## src/rtl/spa_pkg.sv

```systemverilog
package spa_pkg;

    localparam int NUM_TYPES = 4;

    typedef logic [1:0] rtype_t;

    typedef struct packed {
        logic   found;
        rtype_t ty;
    } tsel_t;

    // Nearest non-empty bank to the predicted one; ties favour the
    // bank with more shadow cells, so the upward candidate is tried first.
    function automatic tsel_t nearest_type(rtype_t pred, logic [NUM_TYPES-1:0] avail);
        tsel_t r;
        int    up;
        int    dn;
        r = '0;
        for (int d = 0; d < NUM_TYPES; d++) begin
            up = int'(pred) + d;
            dn = int'(pred) - d;
            if (!r.found) begin
                if (up < NUM_TYPES && avail[up[1:0]]) begin
                    r.found = 1'b1;
                    r.ty    = up[1:0];
                end else if (dn >= 0 && avail[dn[1:0]]) begin
                    r.found = 1'b1;
                    r.ty    = dn[1:0];
                end
            end
        end
        return r;
    endfunction

endpackage

```

## src/rtl/spa_free_bank.sv

```systemverilog
module spa_free_bank #(
    parameter  int BANK_REGS = 4,
    localparam int IDX_W     = (BANK_REGS > 1) ? $clog2(BANK_REGS) : 1
) (
    input  logic             clk,
    input  logic             rst,
    input  logic             take,
    input  logic             rel,
    input  logic [IDX_W-1:0] rel_idx,
    output logic             any_free,
    output logic [IDX_W-1:0] pick_idx
);

    logic [BANK_REGS-1:0] free_q;
    logic [BANK_REGS-1:0] take_mask;
    logic [BANK_REGS-1:0] rel_mask;

    // Priority encoder: lowest free index wins.
    always_comb begin
        pick_idx = '0;
        for (int i = BANK_REGS - 1; i >= 0; i--) begin
            if (free_q[i]) pick_idx = IDX_W'(i);
        end
    end

    assign any_free  = |free_q;
    assign take_mask = take ? (BANK_REGS'(1) << pick_idx) : '0;
    assign rel_mask  = rel  ? (BANK_REGS'(1) << rel_idx)  : '0;

    always_ff @(posedge clk) begin
        if (rst) free_q <= '1;
        else     free_q <= (free_q & ~take_mask) | rel_mask;
    end

    AST_TAKE_CLEARS: assert property (@(posedge clk) disable iff (rst)
        take && !(rel && rel_idx == pick_idx) |=> !free_q[$past(pick_idx)]);
    AST_REL_SETS: assert property (@(posedge clk) disable iff (rst)
        rel |=> free_q[$past(rel_idx)]);
    AST_REL_WAS_BUSY: assert property (@(posedge clk) disable iff (rst)
        rel |-> !free_q[rel_idx]);

endmodule

```

## src/rtl/spa_reg_state.sv

```systemverilog
module spa_reg_state #(
    parameter int PREG_W = 4,
    parameter int PIDX_W = 4,
    localparam int NREGS = 1 << PREG_W
) (
    input  logic              clk,
    input  logic              rst,
    input  logic              fresh_vld,
    input  logic [PREG_W-1:0] fresh_preg,
    input  logic [PIDX_W-1:0] fresh_pidx,
    input  logic              reuse_vld,
    input  logic [PREG_W-1:0] reuse_preg,
    input  logic              mark_vld,
    input  logic [PREG_W-1:0] mark_preg,
    input  logic              rel_vld,
    input  logic [PREG_W-1:0] rel_preg,
    input  logic [PREG_W-1:0] query_preg,
    output logic              query_read,
    output logic [1:0]        query_used,
    output logic [PIDX_W-1:0] rel_pidx
);

    logic              read_q [NREGS];
    logic [1:0]        used_q [NREGS];
    logic [PIDX_W-1:0] pidx_q [NREGS];

    assign query_read = read_q[query_preg];
    assign query_used = used_q[query_preg];
    assign rel_pidx   = pidx_q[rel_preg];

    always_ff @(posedge clk) begin
        if (rst) begin
            for (int i = 0; i < NREGS; i++) begin
                read_q[i] <= 1'b0;
                used_q[i] <= 2'd0;
                pidx_q[i] <= '0;
            end
        end else begin
            for (int i = 0; i < NREGS; i++) begin
                if (rel_vld && rel_preg == PREG_W'(i)) begin
                    used_q[i] <= 2'd0;
                    read_q[i] <= 1'b0;
                end
                if (fresh_vld && fresh_preg == PREG_W'(i)) begin
                    used_q[i] <= 2'd0;
                    read_q[i] <= 1'b0;
                    pidx_q[i] <= fresh_pidx;
                end
                if (reuse_vld && reuse_preg == PREG_W'(i))
                    used_q[i] <= used_q[i] + 2'd1;
                if (mark_vld && mark_preg == PREG_W'(i))
                    read_q[i] <= 1'b1;
            end
        end
    end

    AST_REUSE_INCR: assert property (@(posedge clk) disable iff (rst)
        reuse_vld && !(rel_vld && rel_preg == reuse_preg)
        |=> used_q[$past(reuse_preg)] == $past(used_q[reuse_preg]) + 2'd1);
    AST_REUSE_UNDER_CAP: assert property (@(posedge clk) disable iff (rst)
        reuse_vld |-> used_q[reuse_preg] < reuse_preg[PREG_W-1 -: 2]);
    AST_FRESH_CLEAN: assert property (@(posedge clk) disable iff (rst)
        fresh_vld |=> used_q[$past(fresh_preg)] == 2'd0 && !read_q[$past(fresh_preg)]);
    AST_MARK_SETS: assert property (@(posedge clk) disable iff (rst)
        mark_vld && !(rel_vld && rel_preg == mark_preg) |=> read_q[$past(mark_preg)]);

endmodule

```

## src/rtl/shadow_reg_alloc.sv

```systemverilog
module shadow_reg_alloc
    import spa_pkg::*;
#(
    parameter  int BANK_REGS = 4,
    parameter  int PIDX_W    = 4,
    localparam int IDX_W     = (BANK_REGS > 1) ? $clog2(BANK_REGS) : 1,
    localparam int PREG_W    = IDX_W + 2
) (
    input  logic              clk,
    input  logic              rst,
    input  logic              alloc_req,
    input  logic [1:0]        alloc_pred_type,
    input  logic [PIDX_W-1:0] alloc_pred_idx,
    input  logic              alloc_src_vld,
    input  logic [PREG_W-1:0] alloc_src_preg,
    output logic              alloc_gnt,
    output logic              alloc_reused,
    output logic [PREG_W-1:0] alloc_preg,
    output logic              alloc_stall,
    input  logic              rel_vld,
    input  logic [PREG_W-1:0] rel_preg,
    output logic              rel_train_vld,
    output logic [PIDX_W-1:0] rel_train_idx
);

    logic [NUM_TYPES-1:0] avail;
    logic [NUM_TYPES-1:0] take;
    logic [NUM_TYPES-1:0] rel_hit;
    logic [IDX_W-1:0]     pick [NUM_TYPES];
    logic                 src_read;
    logic [1:0]           src_used;
    rtype_t               src_bank;
    tsel_t                sel;
    logic                 reuse_ok;
    logic                 fresh;
    logic [PREG_W-1:0]    fresh_preg;

    assign src_bank   = alloc_src_preg[PREG_W-1 -: 2];
    assign reuse_ok   = alloc_req && alloc_src_vld && !src_read && (src_used < src_bank);
    assign sel        = nearest_type(rtype_t'(alloc_pred_type), avail);
    assign fresh      = alloc_req && !reuse_ok && sel.found;
    assign fresh_preg = {sel.ty, pick[sel.ty]};

    assign alloc_gnt     = reuse_ok || fresh;
    assign alloc_reused  = reuse_ok;
    assign alloc_stall   = alloc_req && !reuse_ok && !sel.found;
    assign alloc_preg    = reuse_ok ? alloc_src_preg : (fresh ? fresh_preg : '0);
    assign rel_train_vld = rel_vld;

    for (genvar b = 0; b < NUM_TYPES; b++) begin : g_bank
        assign take[b]    = fresh && sel.ty == rtype_t'(b);
        assign rel_hit[b] = rel_vld && rel_preg[PREG_W-1 -: 2] == rtype_t'(b);
        spa_free_bank #(.BANK_REGS(BANK_REGS)) u_bank (
            .clk      (clk),
            .rst      (rst),
            .take     (take[b]),
            .rel      (rel_hit[b]),
            .rel_idx  (rel_preg[IDX_W-1:0]),
            .any_free (avail[b]),
            .pick_idx (pick[b])
        );
    end

    spa_reg_state #(.PREG_W(PREG_W), .PIDX_W(PIDX_W)) u_state (
        .clk        (clk),
        .rst        (rst),
        .fresh_vld  (fresh),
        .fresh_preg (fresh_preg),
        .fresh_pidx (alloc_pred_idx),
        .reuse_vld  (reuse_ok),
        .reuse_preg (alloc_src_preg),
        .mark_vld   (fresh && alloc_src_vld),
        .mark_preg  (alloc_src_preg),
        .rel_vld    (rel_vld),
        .rel_preg   (rel_preg),
        .query_preg (alloc_src_preg),
        .query_read (src_read),
        .query_used (src_used),
        .rel_pidx   (rel_train_idx)
    );

    AST_REUSE_BANK: assert property (@(posedge clk) disable iff (rst)
        alloc_reused |-> alloc_preg[PREG_W-1 -: 2] != 2'd0);
    AST_STALL_EMPTY: assert property (@(posedge clk) disable iff (rst)
        alloc_stall |-> avail == '0);
    AST_GNT_XOR_STALL: assert property (@(posedge clk) disable iff (rst)
        alloc_req |-> (alloc_gnt ^ alloc_stall));
    AST_STALL_NO_CHANGE: assert property (@(posedge clk) disable iff (rst)
        alloc_stall && !rel_vld |=> avail == $past(avail));
    AST_FRESH_FROM_FREE: assert property (@(posedge clk) disable iff (rst)
        alloc_gnt && !alloc_reused |-> avail[alloc_preg[PREG_W-1 -: 2]]);
    AST_ONE_TAKE: assert property (@(posedge clk) disable iff (rst)
        $onehot0(take));
    AST_TRAIN_FOLLOWS: assert property (@(posedge clk) disable iff (rst)
        rel_train_vld == rel_vld);

endmodule

```

## config.mk

```make
export PLATFORM = sky130hd
export DESIGN_NAME = shadow_reg_alloc
export DESIGN_NICKNAME = d
export VERILOG_FILES = /design/src/rtl/spa_pkg.sv /design/src/rtl/spa_free_bank.sv /design/src/rtl/spa_reg_state.sv /design/src/rtl/shadow_reg_alloc.sv
export SDC_FILE = /design/constraint.sdc
export NUM_CORES = 1
export LEC_CHECK = 0
export ABC_AREA = 1
export BUFFER_PORTS_ARGS = -buffer_cell sky130_fd_sc_hd__buf_2
export CAP_MARGIN = 10
export CELL_PAD_IN_SITES_DETAIL_PLACEMENT = 2
export CELL_PAD_IN_SITES_GLOBAL_PLACEMENT = 2
export CORE_ASPECT_RATIO = 0.9
export CORE_MARGIN = 8
export CORE_UTILIZATION = 35
export CTS_CLUSTER_SIZE = 12
export DETAILED_ROUTE_END_ITERATION = 10
export PLACE_DENSITY = 0.76
export SETUP_SLACK_MARGIN = 0.4
export SLEW_MARGIN = 20
export SYNTH_ARGS = -nofsm -noshare
export SYNTH_HDL_FRONTEND = slang
export SYNTH_SLANG_ARGS = --single-unit
```

## constraint.sdc

```tcl
create_clock -name clk -period 3.8 [get_ports clk]
set_input_delay 0.19 -clock clk [delete_from_list [all_inputs] [get_ports clk]]
set_output_delay 0.19 -clock clk [all_outputs]
set_load 0.1 [all_outputs]
```

==> metrics.yaml, run 1 <==
outcome:
  status: "finished, final reports clean"
placement:
  dp_slack_ns: 0.454
  numPortBuffers: 30
  placedInstanceArea_sq_um: 7110
  place_hpwl_mm: 17.5
  gp_congestion: 0.886
sta:
  timing.fmax_mhz: 303
  finalWorstSetupSlack_ns: 0.502
  rsz0062_at_grt: "no"
  worst_pin_slew_ns: 0.853
  tns_ns: 0
  skew_ns: 0.00839
  hold_ws_ns: 0.302
  period_needed_ns: 3.30
  timing.slew.headroom: 0.429
  hold_viol: 0
  slew_violations: 0
  finalSetupViolCount: 0
  period_share: 0.868
logic_synthesis:
  ys_seq_area_frac: 0.550
  ys_ff_latch: 128
  synthCells: 749
  synthMuxAreaShare: 0
  yosysMostFrequentCell: "nand2_1"
  synth_area_sq_um: 6700
  synth.area.top_cells: "edfxtp_1 (50%), nand2_1 (9.7%), nand3_1 (7.8%), nor2_1 (6.9%), dfxtp_1 (4.8%)"
  synth_top_family_by_area: "simple AND/OR/NAND/NOR gates"
  avgSynthCellArea_sq_um: 8.95
  synth_compound_area_frac: 0.0627
  async_reset_ff_frac: 0
  synth_cell_types: 34
  yosysTopAreaCell: "edfxtp_1"
  synth-xor-area-share: 0.0209
  netlist.area_leader.share: 0.502
  synth_warnings: 0
  yosys.area_share.simple: 0.306
  synth_edf_count: 112
  syn-num-nets: 773
  synth_flop_cell: "edfxtp_1"
  synth_fa_ha_area_frac: 0.00933
  yosys-top-cells-count: "nand2_1 (173), nor2_1 (124), edfxtp_1 (112)"
die:
  die_h_um: 147
  floorplan.initialDensity: 0.353
  pin_count: 31
  dieArea_sq_um: 23800
  die_w_um: 162
  placementRows: 48
  core-area_sq_um: 19000
cells_and_area:
  nNetsFinal: 811
  ff_latch_area_sq_um: 3680
  n_antenna_cell: 0
  layout-drive-gt1-share: 0.149
  nFillCells: 2128
  stdcell_area_sq_um: 7790
  multi_input_area_sq_um: 2720
  utilization: 0.410
  area_growth_syn_to_layout_pct: 16.2
critical_path:
  r2r_start: "u_state.used_q[4][1]$_SDFFCE_PN0P_"
  cp.required_ns: 3.61
  start_kind: "flop"
  crit_fanout: 5
  worstSetupPathType: "reg2out"
  worstPathArrival_ns: 3.11
  worstRegToRegCells: 11
  r2r_slack_ns: 0.63
  rr_endpoint: "u_state.pidx_q[10][2]$_DFFE_PP_"
  end_kind: "output port"
drt:
  via_per_inst: 5.44
  drt_first_pass_iters: 5
  dr.first_iter.drc_count: 353
  wl_per_cell_um: 22.3
  drt_wl_total_mm: 23.4
  num_vias: 5714
  final_antenna_net_count: 0
  drcViolationCount: 0
power_and_ir_drop:
  ir_drop_mv: 0.311
  p_per_area_nw_per_um2: 466
  p_leak_nw: 3.37
clock_tree:
  cts.sinks: 128
  cts_made_buffers: 17
  cts_root_buf: "clkbuf_16"
  path_clk_slew_ns: 0.06
  insertion_delay_ns: 0.42
  clock_path_buffers: 2
  hold_buffers: 0
  h-tree-depth: 4
  tritoncts: "yes"
global_route:
  grt_max_degree: 27
  grt_remaining_overflow: 0
  grtUsageMet2: 0.342
  gr-usage-met1: 0.264
  grt_usage: 0.203
  grt_pass1_wl_mm: 37.1
  grt_antenna_before_repair: 0
  top_usage_layer: "met2"
  first_global_vias: 6358
  met3_usage: 0.0302
run:
  max-cap-violations: 0
min_path:
  holdPathEnd: "u_state.pidx_q[9][3]$_SDFFCE_PN0P_"
  hold_path_class: "in2reg"
  worstHoldStart: "alloc_pred_idx[3]"
  hold_path_depth: 4
-- worst max-delay path: stages (launching register included) --
cell and delay (ns):
edfxtp_1 0.43, a22oi_1 0.22, a21oi_1 0.09, or4_1 0.52
ha_1 0.29, nand3_1 0.08, nand3_2 0.19, nand2_4 0.10
nor3_2 0.27, buf_2 0.50
-- per-layer routing --
metal / vias to the layer above / wire length (um) / share of wire
met3: 34 / 769 / 0.033
met1: 2941 / 10600 / 0.45
met5: - / 0 / 0
met4: 0 / 526 / 0.022
met2: 102 / 11500 / 0.49
li1: 2637 / - / -
-- sequential cells by signal, summed over array words and instances (netlist names) --
| register | flops |
|---|---|
| u_state.pidx_q | 64 |
| u_state.used_q | 32 |
| g_bank.u_bank.free_q | 16 |
| u_state.read_q | 16 |
-- power breakdown --
part | internal [mW] | switching [mW]
combinational | 0.110 | 0.340
sequential | 1.59 | 0.0371
clock | 0.899 | 0.651
-- stage by stage --
stage | instances | power (mW)
detailed placement | 1011 | 2.09
global route | 1050 | 3.74
CTS | 1045 | 3.64
floorplan | 749 | 1.95
global placement | 1011 | 2.07
finish | 1050 | 3.63
-- cells by family after synthesis --
logic type | after synthesis
simple gates | 451
flops | 128
buf+inv | 86
compound gates | 63
xor+xnor | 16
fa+ha+maj | 5
-- how the worst max path moves through the flow --
| stage | end | from |
|---|---|---|
| after global placement | u_state.used_q[15][1]$_SDFFCE_PP0P_ | alloc_src_preg[0] |
| after floorplan | alloc_preg[0] | alloc_src_preg[1] |
| after CTS | alloc_reused | u_state.used_q[4][1]$_SDFFCE_PN0P_ |
| final | alloc_stall | u_state.used_q[4][1]$_SDFFCE_PN0P_ |
| after detailed placement | u_state.read_q[15]$_SDFFCE_PP0P_ | alloc_src_preg[0] |
| after global routing | alloc_stall | u_state.used_q[4][1]$_SDFFCE_PN0P_ |
-- layout by cell type (no fill, tap or decap), types with 2 or more instances in the layout --
cell / instances
dfxtp_1: 16
clkinv_2: 2
clkinv_1: 4
clkbuf_16: 17
a21oi_1: 12
nor2_1: 121
nor4_1: 3
clkinv_4: 2
nand3b_1: 2
clkbuf_1: 2
xnor2_1: 16
buf_2: 24
nand3_2: 5
nand2_4: 4
buf_6: 5
buf_4: 14
a21oi_2: 2
inv_6: 4
clkinvlp_4: 3
nand3_1: 104
a22oi_2: 2
a41oi_1: 2
nor3_1: 5
o21ai_0: 3
nand2_1: 173
ha_1: 5
inv_1: 53
nand2_2: 12
nand4_2: 3
nor2_8: 4
nand4_1: 5
nor2_2: 6
a31oi_1: 10
inv_2: 4
a22oi_1: 30
edfxtp_1: 112
-- what timing repair did --
| item | CTS | global route |
|---|---|---|
| gates cloned | 0 | 0 |
| pin swaps | 1 | 2 |
| setup buffers | 2 | 5 |
| endpoints found under the hold margin | 0 | 0 |
| setup endpoints to repair | 6 | 7 |
| gates resized for setup | 7 | 16 |
-- cell type report --
class	count	area share
flip-flops and latches	128	0.473
multi-input cells	535	0.349
clock buffers	19	0.0556
well taps	250	0.0402
repair buffers	44	0.0371
inverters	61	0.0304
clock inverters	13	0.0146
(Power assumes the default switching activity.)
==> run 2: changes to the inputs <==
--- a/config.mk
+++ b/config.mk
@@ -15,7 +15,9 @@
 export CORE_UTILIZATION = 35
 export CTS_CLUSTER_SIZE = 12
 export DETAILED_ROUTE_END_ITERATION = 10
+export GPL_ROUTABILITY_DRIVEN = 0
 export PLACE_DENSITY = 0.76
+export REMOVE_ABC_BUFFERS = 1
 export SETUP_SLACK_MARGIN = 0.4
 export SLEW_MARGIN = 20
 export SYNTH_ARGS = -nofsm -noshare
==> run 2 against run 1 <==
Worst hold slack improved by 0.063 ns. Die area did not move. Wire length fell by 0.55%. Global-route usage fell by 0.34 points. Critical endpoint is now alloc_preg[1].
==> metrics.yaml, run 2 (same netlist as run 1, synthesis figures left out) <==
cells_and_area:
  mostFrequentLayoutCell: "nand2_1"
  stdcell_area_sq_um: 7740  # -0.63%
  layout.cells.non_filler: 1051  # +0.095%
  n_antenna_cell: 0  # unchanged
  layout_common_cells: "nand2_1 (173), nor2_1 (124), edfxtp_1 (112), nand3_1 (105), inv_1 (53)"
  nNetsFinal: 812  # +0.12%
  top_regs: "u_state.pidx_q (64), u_state.used_q (32)"
  top_register: "u_state.pidx_q"
  utilization: 0.408  # -0.00257
  largest_reg_flops: 64  # unchanged
  layout-drive-gt1-share: 0.140  # -0.00892
  area_growth_syn_to_layout_pct: 15.4
sta:
  skew_ns: 0.0103  # +0.00195 ns
  timing.slew.headroom: 0.430  # about the same
  tns_ns: 0  # unchanged
  period_needed_ns: 3.31  # +0.0161 ns
  worst_pin_slew_ns: 0.852  # -0.000311 ns
  finalSetupViolCount: 0  # unchanged
  hold_viol: 0  # unchanged
  finalWorstSetupSlack_ns: 0.486  # -0.0161 ns
  hold_ws_ns: 0.365  # +0.0628 ns
  period_share: 0.872  # +0.00425
  rsz0062_at_grt: "yes"
  slew_violations: 0  # unchanged
  timing.fmax_mhz: 302  # -0.49%
drt:
  highest_layer: "met4"
  met2_length_mm: 11.6  # +0.51%
  wl_per_cell_um: 22.2  # -0.65%
  drcViolationCount: 0  # unchanged
  dr.first_iter.drc_count: 395  # +12%
  met1Wirelength_mm: 10.2  # -3.7%
  final_antenna_net_count: 0  # unchanged
  drt_first_pass_iters: 5  # unchanged
  wl_met3_mm: 1.06  # +38%
  drt_wl_total_mm: 23.3  # -0.55%
  num_vias: 5671  # -0.75%
  via_per_inst: 5.40  # -0.85%
clock_tree:
  tritoncts: "yes"
  path_clk_slew_ns: 0.05  # about the same
  cts_made_buffers: 17  # unchanged
  hold_buffers: 0  # unchanged
  cts_root_buf: "clkbuf_16"
  cts.sinks: 128  # unchanged
  insertion_delay_ns: 0.42  # about the same
  clock_path_buffers: 2  # unchanged
  h-tree-depth: 4  # unchanged
placement:
  place_hpwl_mm: 17.7  # +0.96%
  placedInstanceArea_sq_um: 7110  # about the same
  dpl.cell_count: 1012  # +0.099%
  numPortBuffers: 30  # unchanged
  dp_slack_ns: 0.421  # -0.0332 ns
critical_path:
  r2r_start: "u_state.used_q[4][1]$_SDFFCE_PN0P_"
  critical_path.startpoint: "u_state.used_q[4][1]$_SDFFCE_PN0P_"
  rr_endpoint: "u_state.pidx_q[1][2]$_SDFFCE_PN0P_"
  cp.required_ns: 3.61  # about the same
  start_kind: "flop"
  r2r_slack_ns: 0.59  # -0.04 ns
  crit_fanout: 9  # +4
  worstRegToRegCells: 11  # unchanged
  crit_chain: "a22oi_2 -> a21oi_1 -> or4_1 -> ha_1 -> nand3_1 -> nand3_2 -> nand2_4 -> nor2_8 -> nand3_1 -> nand2_1 -> buf_4"
  worstSetupPathType: "reg2out"
  worstPathArrival_ns: 3.12  # about the same
  cpMaxStageDelayCell: "or4_1"
  crit_path_frequent_cell: "nand3_1"
  endpoint: "alloc_preg[1]"
  slowest_delay_ns: 0.54  # +0.02 ns
  end_kind: "output port"
power_and_ir_drop:
  p_total_mw: 3.58  # -1.5%
  p_per_area_nw_per_um2: 463  # -0.83%
  ir_drop_mv: 0.300  # -3.4%
  p_leak_nw: 3.37  # -0.20%
die:
  die_h_um: 147  # unchanged
  floorplan.initialDensity: 0.353  # unchanged
  die_w_um: 162  # unchanged
  dieArea_sq_um: 23800  # unchanged
  core-area_sq_um: 19000  # unchanged
  placementRows: 48  # unchanged
  pin_count: 31  # unchanged
global_route:
  first_global_vias: 6215  # -2.2%
  grt_remaining_overflow: 0  # unchanged
  grt_max_degree: 22  # -19%
  grt_pass1_wl_mm: 36.3  # -2.3%
  grt_usage: 0.200  # -0.00337
  grt_antenna_before_repair: 0  # unchanged
run:
  max-cap-violations: 0  # unchanged
min_path:
  hold_path_class: "in2reg"
outcome:
  status: "finished, final reports clean"
-- run 2: cell types whose count changed in the layout (fill, tap and decap cells not counted), moves of 3 or more --
cell	previous run	this run
nor2_2	6	3
inv_6	4	1
nor2_1	121	124
clkinv_2	2	5
buf_6	5	2
buf_4	14	19
-- run 2: power by group --
part	internal (mW)	total, mW	switching, mW	leakage [nW]
sequential	1.59	1.63	0.0369	1.29
combinational	0.109	0.450	0.340	1.82
clock	0.888	1.50	0.610	0.255
total	2.59	3.58	0.987	3.37
-- run 2: worst min path at each step --
stage                                               start                                     to  cells past startpoint
floorplan                                             rst  g_bank[0].u_bank.free_q[2]$_SDFF_PP1_                      2
global placement    g_bank[1].u_bank.free_q[3]$_SDFF_PP1_  g_bank[1].u_bank.free_q[3]$_SDFF_PP1_                      2
detailed placement  g_bank[3].u_bank.free_q[3]$_SDFF_PP1_  g_bank[3].u_bank.free_q[3]$_SDFF_PP1_                      2
CTS                                                   rst  g_bank[2].u_bank.free_q[3]$_SDFF_PP1_                      3
global route                                          rst  g_bank[2].u_bank.free_q[3]$_SDFF_PP1_                      3
finish                                                rst  g_bank[2].u_bank.free_q[3]$_SDFF_PP1_                      3
-- run 2: what timing repair did --
item                                    CTS  global route
pin swaps                                 1             1
endpoints found under the setup margin    6            13
setup buffers                             3             4
gates cloned                              0             0
resized for setup                         8             8
-- run 2: per-layer routing --
| metal | vias up | GRT usage |
|---|---|---|
| li1 | 2632 | - |
| met5 | - | 0 |
| met2 | 130 | 0.344 |
| met4 | 0 | 0.0648 |
| met1 | 2881 | 0.252 |
| met3 | 28 | 0.0313 |
-- run 2: layout make-up --
type                            instances  area (sq um)
Fill cell                            2101         11200
Sequential cell                       128          3680
Multi-Input combinational cell        535          2690
Clock buffer                           20           437
Tap cell                              250           313
Timing Repair Buffer                   45           285
Inverter                               61           236
Clock inverter                         12          93.8
-- run 2: worst max-delay path, delay by kind of cell, from the launching register on --
kind / cells / cell delay, ns
adders and majority gates: 1 / 0.29
DFF: 1 / 0.42
and+or+nand+nor: 7 / 1.37
buffers and inverters: 1 / 0.28
AOI/OAI and AO/OA: 2 / 0.32
